**src/rtl/rx_line_status_pkg.sv**
```systemverilog
package rx_line_status_pkg;

  typedef enum logic [1:0] {
    EVT_RECEIVE  = 2'd0,
    EVT_TRANSMIT = 2'd1,
    EVT_CARR_UP  = 2'd2,
    EVT_CARR_DN  = 2'd3
  } evt_kind_e;

endpackage

```
**src/rtl/rx_status_bank.sv**
```systemverilog
module rx_status_bank #(
  parameter int NUM_LINES = 32,
  parameter int LINE_W    = 5
) (
  input  logic                 clk,
  input  logic                 rst,
  input  logic                 wr_en,
  input  logic [LINE_W-1:0]    wr_line,
  input  logic                 clr_en,
  input  logic [LINE_W-1:0]    clr_line,
  input  logic [NUM_LINES-1:0] conn,
  output logic [NUM_LINES-1:0] pend_q,
  output logic [NUM_LINES-1:0] ovr_q
);

  logic [NUM_LINES-1:0] wr_hit;
  logic [NUM_LINES-1:0] clr_hit;

  for (genvar g = 0; g < NUM_LINES; g++) begin : g_hit
    assign wr_hit[g]  = wr_en  && (wr_line  == LINE_W'(g));
    assign clr_hit[g] = clr_en && (clr_line == LINE_W'(g));
  end

  // Read is ordered before arrival in the same cycle.
  always_ff @(posedge clk) begin
    if (rst) begin
      pend_q <= '0;
      ovr_q  <= '0;
    end else begin
      for (int i = 0; i < NUM_LINES; i++) begin
        if (!conn[i]) begin
          pend_q[i] <= 1'b0;
          ovr_q[i]  <= 1'b0;
        end else if (wr_hit[i]) begin
          if (clr_hit[i]) begin
            pend_q[i] <= 1'b1;
            ovr_q[i]  <= 1'b0;
          end else if (pend_q[i]) begin
            ovr_q[i]  <= 1'b1;
          end else begin
            pend_q[i] <= 1'b1;
          end
        end else if (clr_hit[i]) begin
          pend_q[i] <= 1'b0;
          ovr_q[i]  <= 1'b0;
        end
      end
    end
  end

endmodule

```
**src/rtl/rx_char_store.sv**
```systemverilog
module rx_char_store #(
  parameter int NUM_LINES = 32,
  parameter int LINE_W    = 5,
  parameter int CHAR_W    = 8
) (
  input  logic              clk,
  input  logic              we,
  input  logic [LINE_W-1:0] waddr,
  input  logic [CHAR_W-1:0] wdata,
  input  logic [LINE_W-1:0] raddr,
  output logic [CHAR_W-1:0] rdata
);

  logic [CHAR_W-1:0] mem [NUM_LINES];

  always_ff @(posedge clk) begin
    if (we) mem[waddr] <= wdata;
  end

  // Synchronous read-first port.
  always_ff @(posedge clk) begin
    rdata <= mem[raddr];
  end

endmodule

```
**src/rtl/rx_word_fmt.sv**
```systemverilog
module rx_word_fmt
  import rx_line_status_pkg::*;
#(
  parameter int LINE_W   = 5,
  parameter int CHAR_W   = 8,
  parameter int OVR_BIT  = 15,
  parameter int CHAR_LSB = 16,
  parameter int WORD_W   = 24
) (
  input  logic              clk,
  input  logic              rst,
  input  logic              rd_strobe,
  input  logic [LINE_W-1:0] rd_line,
  input  logic [1:0]        rd_kind,
  input  logic              ovr_now,
  input  logic [CHAR_W-1:0] char_rd,
  output logic              rd_valid,
  output logic [WORD_W-1:0] rd_word
);

  logic              valid_q;
  logic              rcv_q;
  logic              ovr_q;
  logic [LINE_W-1:0] line_q;

  always_ff @(posedge clk) begin
    if (rst) begin
      valid_q <= 1'b0;
      rcv_q   <= 1'b0;
      ovr_q   <= 1'b0;
      line_q  <= '0;
    end else begin
      valid_q <= rd_strobe;
      if (rd_strobe) begin
        rcv_q  <= (evt_kind_e'(rd_kind) == EVT_RECEIVE);
        ovr_q  <= ovr_now;
        line_q <= rd_line;
      end
    end
  end

  always_comb begin
    rd_word = '0;
    if (valid_q) begin
      rd_word[LINE_W-1:0] = line_q;
      if (rcv_q) begin
        rd_word[OVR_BIT]              = ovr_q;
        rd_word[CHAR_LSB +: CHAR_W]   = char_rd;
      end
    end
  end

  assign rd_valid = valid_q;

endmodule

```
**src/rtl/rx_line_status.sv**
```systemverilog
module rx_line_status
  import rx_line_status_pkg::*;
#(
  parameter int NUM_LINES = 32,
  parameter int CHAR_W    = 8,
  parameter int LINE_W    = $clog2(NUM_LINES),
  parameter int OVR_BIT   = 15,
  parameter int CHAR_LSB  = 16,
  parameter int WORD_W    = CHAR_LSB + CHAR_W
) (
  input  logic                 clk,
  input  logic                 rst,
  input  logic                 rx_valid,
  input  logic [LINE_W-1:0]    rx_line,
  input  logic [CHAR_W-1:0]    rx_char,
  input  logic                 rx_break,
  input  logic [NUM_LINES-1:0] line_conn,
  input  logic                 rd_strobe,
  input  logic [LINE_W-1:0]    rd_line,
  input  logic [1:0]           rd_kind,
  output logic                 rd_valid,
  output logic [WORD_W-1:0]    rd_word,
  output logic                 rcv_flag,
  output logic [LINE_W-1:0]    rcv_flag_line
);

  logic                 rx_take;
  logic                 rd_rcv;
  logic [CHAR_W-1:0]    store_data;
  logic [CHAR_W-1:0]    char_rd;
  logic [NUM_LINES-1:0] pend_q;
  logic [NUM_LINES-1:0] ovr_q;
  logic                 flag_q;
  logic [LINE_W-1:0]    flag_line_q;

  assign rx_take    = rx_valid && line_conn[rx_line];
  assign rd_rcv     = rd_strobe && (evt_kind_e'(rd_kind) == EVT_RECEIVE);
  assign store_data = rx_break ? '0 : rx_char;

  rx_status_bank #(
    .NUM_LINES (NUM_LINES),
    .LINE_W    (LINE_W)
  ) i_bank (
    .clk      (clk),
    .rst      (rst),
    .wr_en    (rx_take),
    .wr_line  (rx_line),
    .clr_en   (rd_rcv),
    .clr_line (rd_line),
    .conn     (line_conn),
    .pend_q   (pend_q),
    .ovr_q    (ovr_q)
  );

  rx_char_store #(
    .NUM_LINES (NUM_LINES),
    .LINE_W    (LINE_W),
    .CHAR_W    (CHAR_W)
  ) i_store (
    .clk   (clk),
    .we    (rx_take),
    .waddr (rx_line),
    .wdata (store_data),
    .raddr (rd_line),
    .rdata (char_rd)
  );

  rx_word_fmt #(
    .LINE_W   (LINE_W),
    .CHAR_W   (CHAR_W),
    .OVR_BIT  (OVR_BIT),
    .CHAR_LSB (CHAR_LSB),
    .WORD_W   (WORD_W)
  ) i_fmt (
    .clk       (clk),
    .rst       (rst),
    .rd_strobe (rd_strobe),
    .rd_line   (rd_line),
    .rd_kind   (rd_kind),
    .ovr_now   (ovr_q[rd_line]),
    .char_rd   (char_rd),
    .rd_valid  (rd_valid),
    .rd_word   (rd_word)
  );

  always_ff @(posedge clk) begin
    if (rst) begin
      flag_q      <= 1'b0;
      flag_line_q <= '0;
    end else begin
      flag_q      <= rx_take;
      flag_line_q <= rx_line;
    end
  end

  assign rcv_flag      = flag_q;
  assign rcv_flag_line = flag_line_q;

endmodule

```
**config.mk**
```make
export PLATFORM = sky130hd
export DESIGN_NAME = rx_line_status
export DESIGN_NICKNAME = d
export VERILOG_FILES = /design/src/rtl/rx_line_status_pkg.sv /design/src/rtl/rx_status_bank.sv /design/src/rtl/rx_char_store.sv /design/src/rtl/rx_word_fmt.sv /design/src/rtl/rx_line_status.sv
export SDC_FILE = /design/constraint.sdc
export NUM_CORES = 1
export LEC_CHECK = 0
export BUFFER_PORTS_ARGS = -buffer_cell sky130_fd_sc_hd__buf_2
export CAP_MARGIN = 20
export CORE_ASPECT_RATIO = 1.75
export CORE_MARGIN = 5
export CORE_UTILIZATION = 55
export CTS_BUF_LIST = sky130_fd_sc_hd__clkbuf_8
export DETAILED_ROUTE_END_ITERATION = 10
export PLACE_DENSITY_LB_ADDON = 0.12
export SYNTH_ARGS = -nofsm -noshare
export SYNTH_HDL_FRONTEND = slang
export SYNTH_HIERARCHICAL = 1
export SYNTH_SLANG_ARGS = --single-unit
```
**constraint.sdc**
```tcl
create_clock -name clk -period 4.6 [get_ports clk]
set_input_delay 0.46 -clock clk [delete_from_list [all_inputs] [get_ports clk]]
set_output_delay 0.46 -clock clk [all_outputs]
set_load 0.03 [all_outputs]
```
==> results_dict.tcl, run 1 <==
set metrics [dict create \
    cts.path.max_buffers 3 \
    synth_area_leaders "edfxtp_1 (55%), mux4_2 (15%), dfxtp_1 (12%)" \
    holdPathStages 3 \
    grt_pass1_vias 8678 \
    slew_headroom 0.2435 \
    die_width_um 130.6 \
    period_minus_slack_ns 3.477 \
    crit_path_max_incr_delay_ns 0.74 \
    postCtsHoldBufs 0 \
    drv_slew 0 \
    hp-start "line_conn[25]" \
    hold-path-endpoint "i_bank/pend_q[25]" \
    post_cts_buffers 0 \
    synth.distinct_cells 41 \
    crit_family "simple AND/OR/NAND/NOR gates" \
    layout-drive-gt1-share 0.2837 \
    num_vias 8117 \
    grt_max_degree 47 \
    cp_slowest_cell "nor2_1" \
    grt_pass1_wl_mm 53.96 \
    routabilityCongestion 0.8901 \
    ys_warn_count 6 \
    reg2reg_setup_slack_ns 2.64 \
    power_density_nw_per_um2 388.4 \
    crit_top_cell "nor2_1" \
    regArea_um2 9409 \
    hold_path_class "input pin to register" \
    finClkSkew_ns 0.02063 \
    drt_iter0_markers 696 \
    ys.flop_type "edfxtp_1" \
    hold_slack_ns 0.1592 \
    cts_tree "built" \
    hpwl_mm 25.51 \
    htree_levels 2 \
    layout_common_cells "edfxtp_1 (256), mux4_2 (95), dfxtp_1 (86)" \
    drt_drc_violations_left 0 \
    layout_commonest_cell "edfxtp_1" \
    dieArea_um2 28860 \
    peakVddDrop_mv 0.2872 \
    max_freq_mhz 287.6 \
    fill_cells 1882 \
    num_io_pins 88 \
    worstPathCellList "buf_2, mux2i_1, mux4_2, a22o_1, nor2_1, nand3b_1, nor2_1" \
    overflow 0 \
    cts_num_sinks 342 \
    cts_resized 0 \
    clkLatencyLatePin_ns 0.58 \
    initial_core_util 0.5545 \
    path_max_fanout 27 \
    crit_arrival_ns 3.69 \
    grt_usage 0.2569 \
    ys_ff_latch 342 \
    worstMarginPinSlew_ns 1.132 \
    finalSetupViolations 0 \
    post_synth.cell_area_avg_um2 16.12 \
    synth_edf_count 256 \
    hold_violations 0 \
    antenna_found_initial 0 \
    rsz0062_at_grt "no" \
    diodes 0 \
    cp_num_buf_inv 1 \
    crit_path_end_kind "register" \
    crit_type "input pin to register" \
    drt-pass1-iter-count 5 \
    r2r-end "i_fmt/ovr_q" \
    async_flop_share 0 \
    placed_cells_incl_taps 1219 \
    wl_per_cell_um 27.95 \
    setup_tns_ns 0 \
    status "finished clean" \
    cts-root-buf "clkbuf_8" \
    design.core.area_um2 25240 \
    areaGrowthSynthToFinish_pct 11.00 \
    port_buffers 77 \
    ant_nets 0 \
    die_h_um 221.0 \
    post-route-period-util 0.7560 \
    multi_input_area_um2 4335 \
    r2r_start "i_bank/ovr_q[11]" \
    nets 1009 \
    netlist_area_um2 14000 \
    numCtsBuffers 46 \
    drt_wl_total_mm 36.43 \
    netlist_instances 868 \
    synth_area_leader_cell "edfxtp_1" \
    synth_top_area_frac 0.5493 \
    ys_seq_area_frac 0.6723 \
    num_rows 77 \
    clkTransAtPathRegs_ns 0.06 \
    maxCapViolCount 0 \
    vias_per_cell 6.229 \
    finalNonFillerCells 1303 \
    rr_worst_depth 5 \
    required_ns 4.81 \
    p_leak_nw 4.781 \
    start_kind "input pin" \
]
logic make-up (layout without fill, tap and decap cells):
kind of cell	Yosys count	in the layout	synth area share
compound gates	99	99	0.03880
buf+inv	63	173	0.02396
flops	342	342	0.6723
mux	123	123	0.1741
other cells	1	10	0.0002679
simple gates	240	240	0.09056
area by class of cell:
class,instances,area share
sequential,342,0.6057
multi-input combinational,472,0.2791
clock buffer,49,0.04341
timing repair buffer,90,0.03125
tap,316,0.02545
clock inverter,34,0.01514
synthesized netlist by cell type (all sizes together) (2+ instances only):
cell type	count
edfxtp	256
mux4	95
dfxtp	86
nor2	74
buf	38
nand2b	36
nand2	35
a21oi	33
nor3	33
a31oi	32
o21ai	32
clkbuf	25
nor2b	17
mux2	14
mux2i	14
and3	9
and2	6
nand3b	5
or3b	4
and4b	3
nand4b	3
nand4bb	3
nand3	2
nor4bb	2
registers in the layout, indices dropped and copies added (netlist names):
| name | flops |
|---|---|
| rcv_flag | 1 |
| i_fmt/rd_valid | 1 |
| i_fmt/rcv_q | 1 |
| i_fmt/line_q | 5 |
| i_store/mem | 256 |
| i_fmt/ovr_q | 1 |
| i_store/rdata | 8 |
| i_bank/ovr_q | 32 |
| i_bank/pend_q | 32 |
| rcv_flag_line | 5 |
worst min-delay path, cell delays in order:
cell and delay, ns:
buf_2 0.10, nand2b_1 0.08, a21oi_1 0.05
worst max path at each step:
| stage | start | end | cells after the start | slack [ns] |
|---|---|---|---|---|
| after floorplan | rx_line[1] | i_store/mem[0][0] | 9 | 1.31 |
| after global placement | rx_line[1] | i_store/mem[15][1] | 7 | 0.83 |
| after detailed placement | rx_line[1] | i_store/mem[15][2] | 7 | 0.59 |
| after CTS | rx_line[1] | i_store/mem[15][4] | 7 | 1.22 |
| after global routing | rx_line[1] | i_store/mem[15][4] | 7 | 0.96 |
| final | rx_line[1] | i_store/mem[9][2] | 7 | 1.12 |
per-layer routing:
layer	global-route usage	wire length [µm]
met1	0.2732	11940
met2	0.4653	20140
met3	0.03764	1713
met4	0.1551	2630
met5	0	0
stage by stage:
stage            util  area (µm²)  setup slack [ns]  total power, mW
6_report       0.6154       15530             1.123            6.034
3_5_place_dp   0.5791       14620            0.5900            3.834
3_3_place_gp   0.5791       14620            0.8276            3.824
2_1_floorplan       -       14030             1.306            3.681
4_1_cts        0.6151       15530             1.223            6.092
5_1_grt        0.6154       15530            0.9618            6.260
power by group:
group | leakage [nW] | total [mW] | switching [mW] | internal [mW]
combinational | 1.58 | 0.404 | 0.256 | 0.148
sequential | 2.71 | 3.36 | 0.0140 | 3.35
clock | 0.492 | 2.27 | 1.10 | 1.16
total | 4.78 | 6.03 | 1.37 | 4.66
Power figures use the tool's default switching activity.
==> run 2: changes to the inputs <==
==> constraint.sdc (replaced) <==
create_clock -name clk -period 3.5 [get_ports clk]
set_input_delay 0.35 -clock clk [delete_from_list [all_inputs] [get_ports clk]]
set_output_delay 0.35 -clock clk [all_outputs]
set_load 0.03 [all_outputs]
==> results_dict.tcl, run 2 (synthesized netlist as in run 1, its figures left out) <==
set metrics [dict create \
    finalNonFillerCells 1348 \
    clkTransAtPathRegs_ns 0.06 \
    dieArea_um2 28860 \
    power_density_nw_per_um2 505.8 \
    period_minus_slack_ns 2.739 \
    areaGrowthSynthToFinish_pct 13.60 \
    max_freq_mhz 365.1 \
    antenna_found_initial 0 \
    placed_cells_incl_taps 1258 \
    layout_commonest_cell "edfxtp_1" \
    grt_pass1_wl_mm 51.49 \
    peakVddDrop_mv 0.3194 \
    drt_iter0_markers 726 \
    layout-drive-gt1-share 0.3081 \
    postCtsHoldBufs 0 \
    crit_top_cell "nor2_1" \
    drt_wl_total_mm 34.11 \
    cts_resized 0 \
    initial_core_util 0.5545 \
    num_vias 8277 \
    top_regs "i_store/mem x256, i_bank/ovr_q x32, i_bank/pend_q x32" \
    crit_path_end_kind "register" \
    setup_tns_ns 0 \
    vias_per_cell 6.140 \
    cts_tree "built" \
    path_max_fanout 16 \
    overflow 0 \
    crit_type "input pin to register" \
    regMostFlops "i_store/mem" \
    nets 1049 \
    design.core.area_um2 25240 \
    fin_area_um2 15900 \
    place_ws_ns 0.2451 \
    grt_usage 0.2405 \
    postLayoutCoreUtil 0.6299 \
    cts-root-buf "clkbuf_8" \
    numCtsBuffers 48 \
    post_cts_buffers 0 \
    setup_ws_ns 0.7607 \
    port_buffers 77 \
    diodes 0 \
    num_io_pins 88 \
    largest_register_ffs 256 \
    slew_headroom 0.2091 \
    die_h_um 221.0 \
    clkLatencyLatePin_ns 0.57 \
    post-route-period-util 0.7827 \
    crit_arrival_ns 3.01 \
    cts.path.max_buffers 3 \
    drv_slew 0 \
    finalSetupViolations 0 \
    hold_path_class "input pin to register" \
    start_kind "input pin" \
    htree_levels 2 \
    required_ns 3.77 \
    cts_num_sinks 342 \
    drt_drc_violations_left 0 \
    cp_slowest_cell "or3b_2" \
    crit_path_max_incr_delay_ns 0.64 \
    drt-pass1-iter-count 7 \
    status "finished clean" \
    ant_nets 0 \
    postPlaceCellArea_um2 14930 \
    die_width_um 130.6 \
    wl_per_cell_um 25.30 \
    finClkSkew_ns 0.02374 \
    hpwl_mm 23.68 \
    grt_max_degree 47 \
    maxCapViolCount 0 \
    rsz0062_at_grt "no" \
    hold_violations 0 \
    p_leak_nw 5.009 \
    layout_common_cells "edfxtp_1 (256), mux4_2 (95), dfxtp_1 (86)" \
    worstPathCellList "buf_2, mux2i_1, mux4_2, a22o_1, nor2_1, or3b_2, nor2_1, buf_4" \
    worstMarginPinSlew_ns 1.184 \
    routabilityCongestion 0.9204 \
    grt_pass1_vias 8845 \
    num_rows 77 \
]
-- run 2: path summary, 6_finish.rpt --
path	from	endpoint	slack, ns	cells after the start
setup / recovery	rx_line[1]	i_store/mem[12][2]	0.76	8
hold / removal	rd_kind[1]	i_fmt/rcv_q	0.05	3
setup reg to reg	i_bank/ovr_q[0]	i_fmt/ovr_q	1.53	5
hold reg to reg	i_bank/pend_q[23]	i_bank/pend_q[23]	0.48	2
-- run 2: layout make-up --
class,count,area [µm²]
multi-input cells,472,4305
repair buffers,128,820.8
fillers,1850,9343
flip-flops and latches,342,9409
clock buffers,53,729.5
well taps,316,395.4
clock inverters,37,239.0
-- run 2: worst max-delay path, delay by kind of cell --
kind	cells	cell delay (ns)
muxes	2	0.64
buffers and inverters	2	0.56
AOI/OAI and AO/OA	1	0.23
and+or+nand+nor	3	1.22
-- run 2: metrics by stage --
stage	hold slack, ns	power [mW]
final	0.05398	8.042
after CTS	0.004314	8.123
after global routing	0.03827	8.350
after floorplan	0.4216	4.838
after global placement	0.4587	5.030
after detailed placement	0.4729	5.045
-- run 2: metal layers --
metal | share of wire | global-route usage | vias up
met5 | 0 | 0 | -
li1 | - | - | 3622
met1 | 0.34 | 0.2700 | 4189
met4 | 0.052 | 0.1219 | 0
met2 | 0.55 | 0.4329 | 375
met3 | 0.056 | 0.03571 | 91
-- run 2: report_power, final --
part	total [mW]	switching (mW)	internal (mW)
registers	4.42	0.0179	4.40
clock network	3.08	1.46	1.62
logic	0.539	0.328	0.211
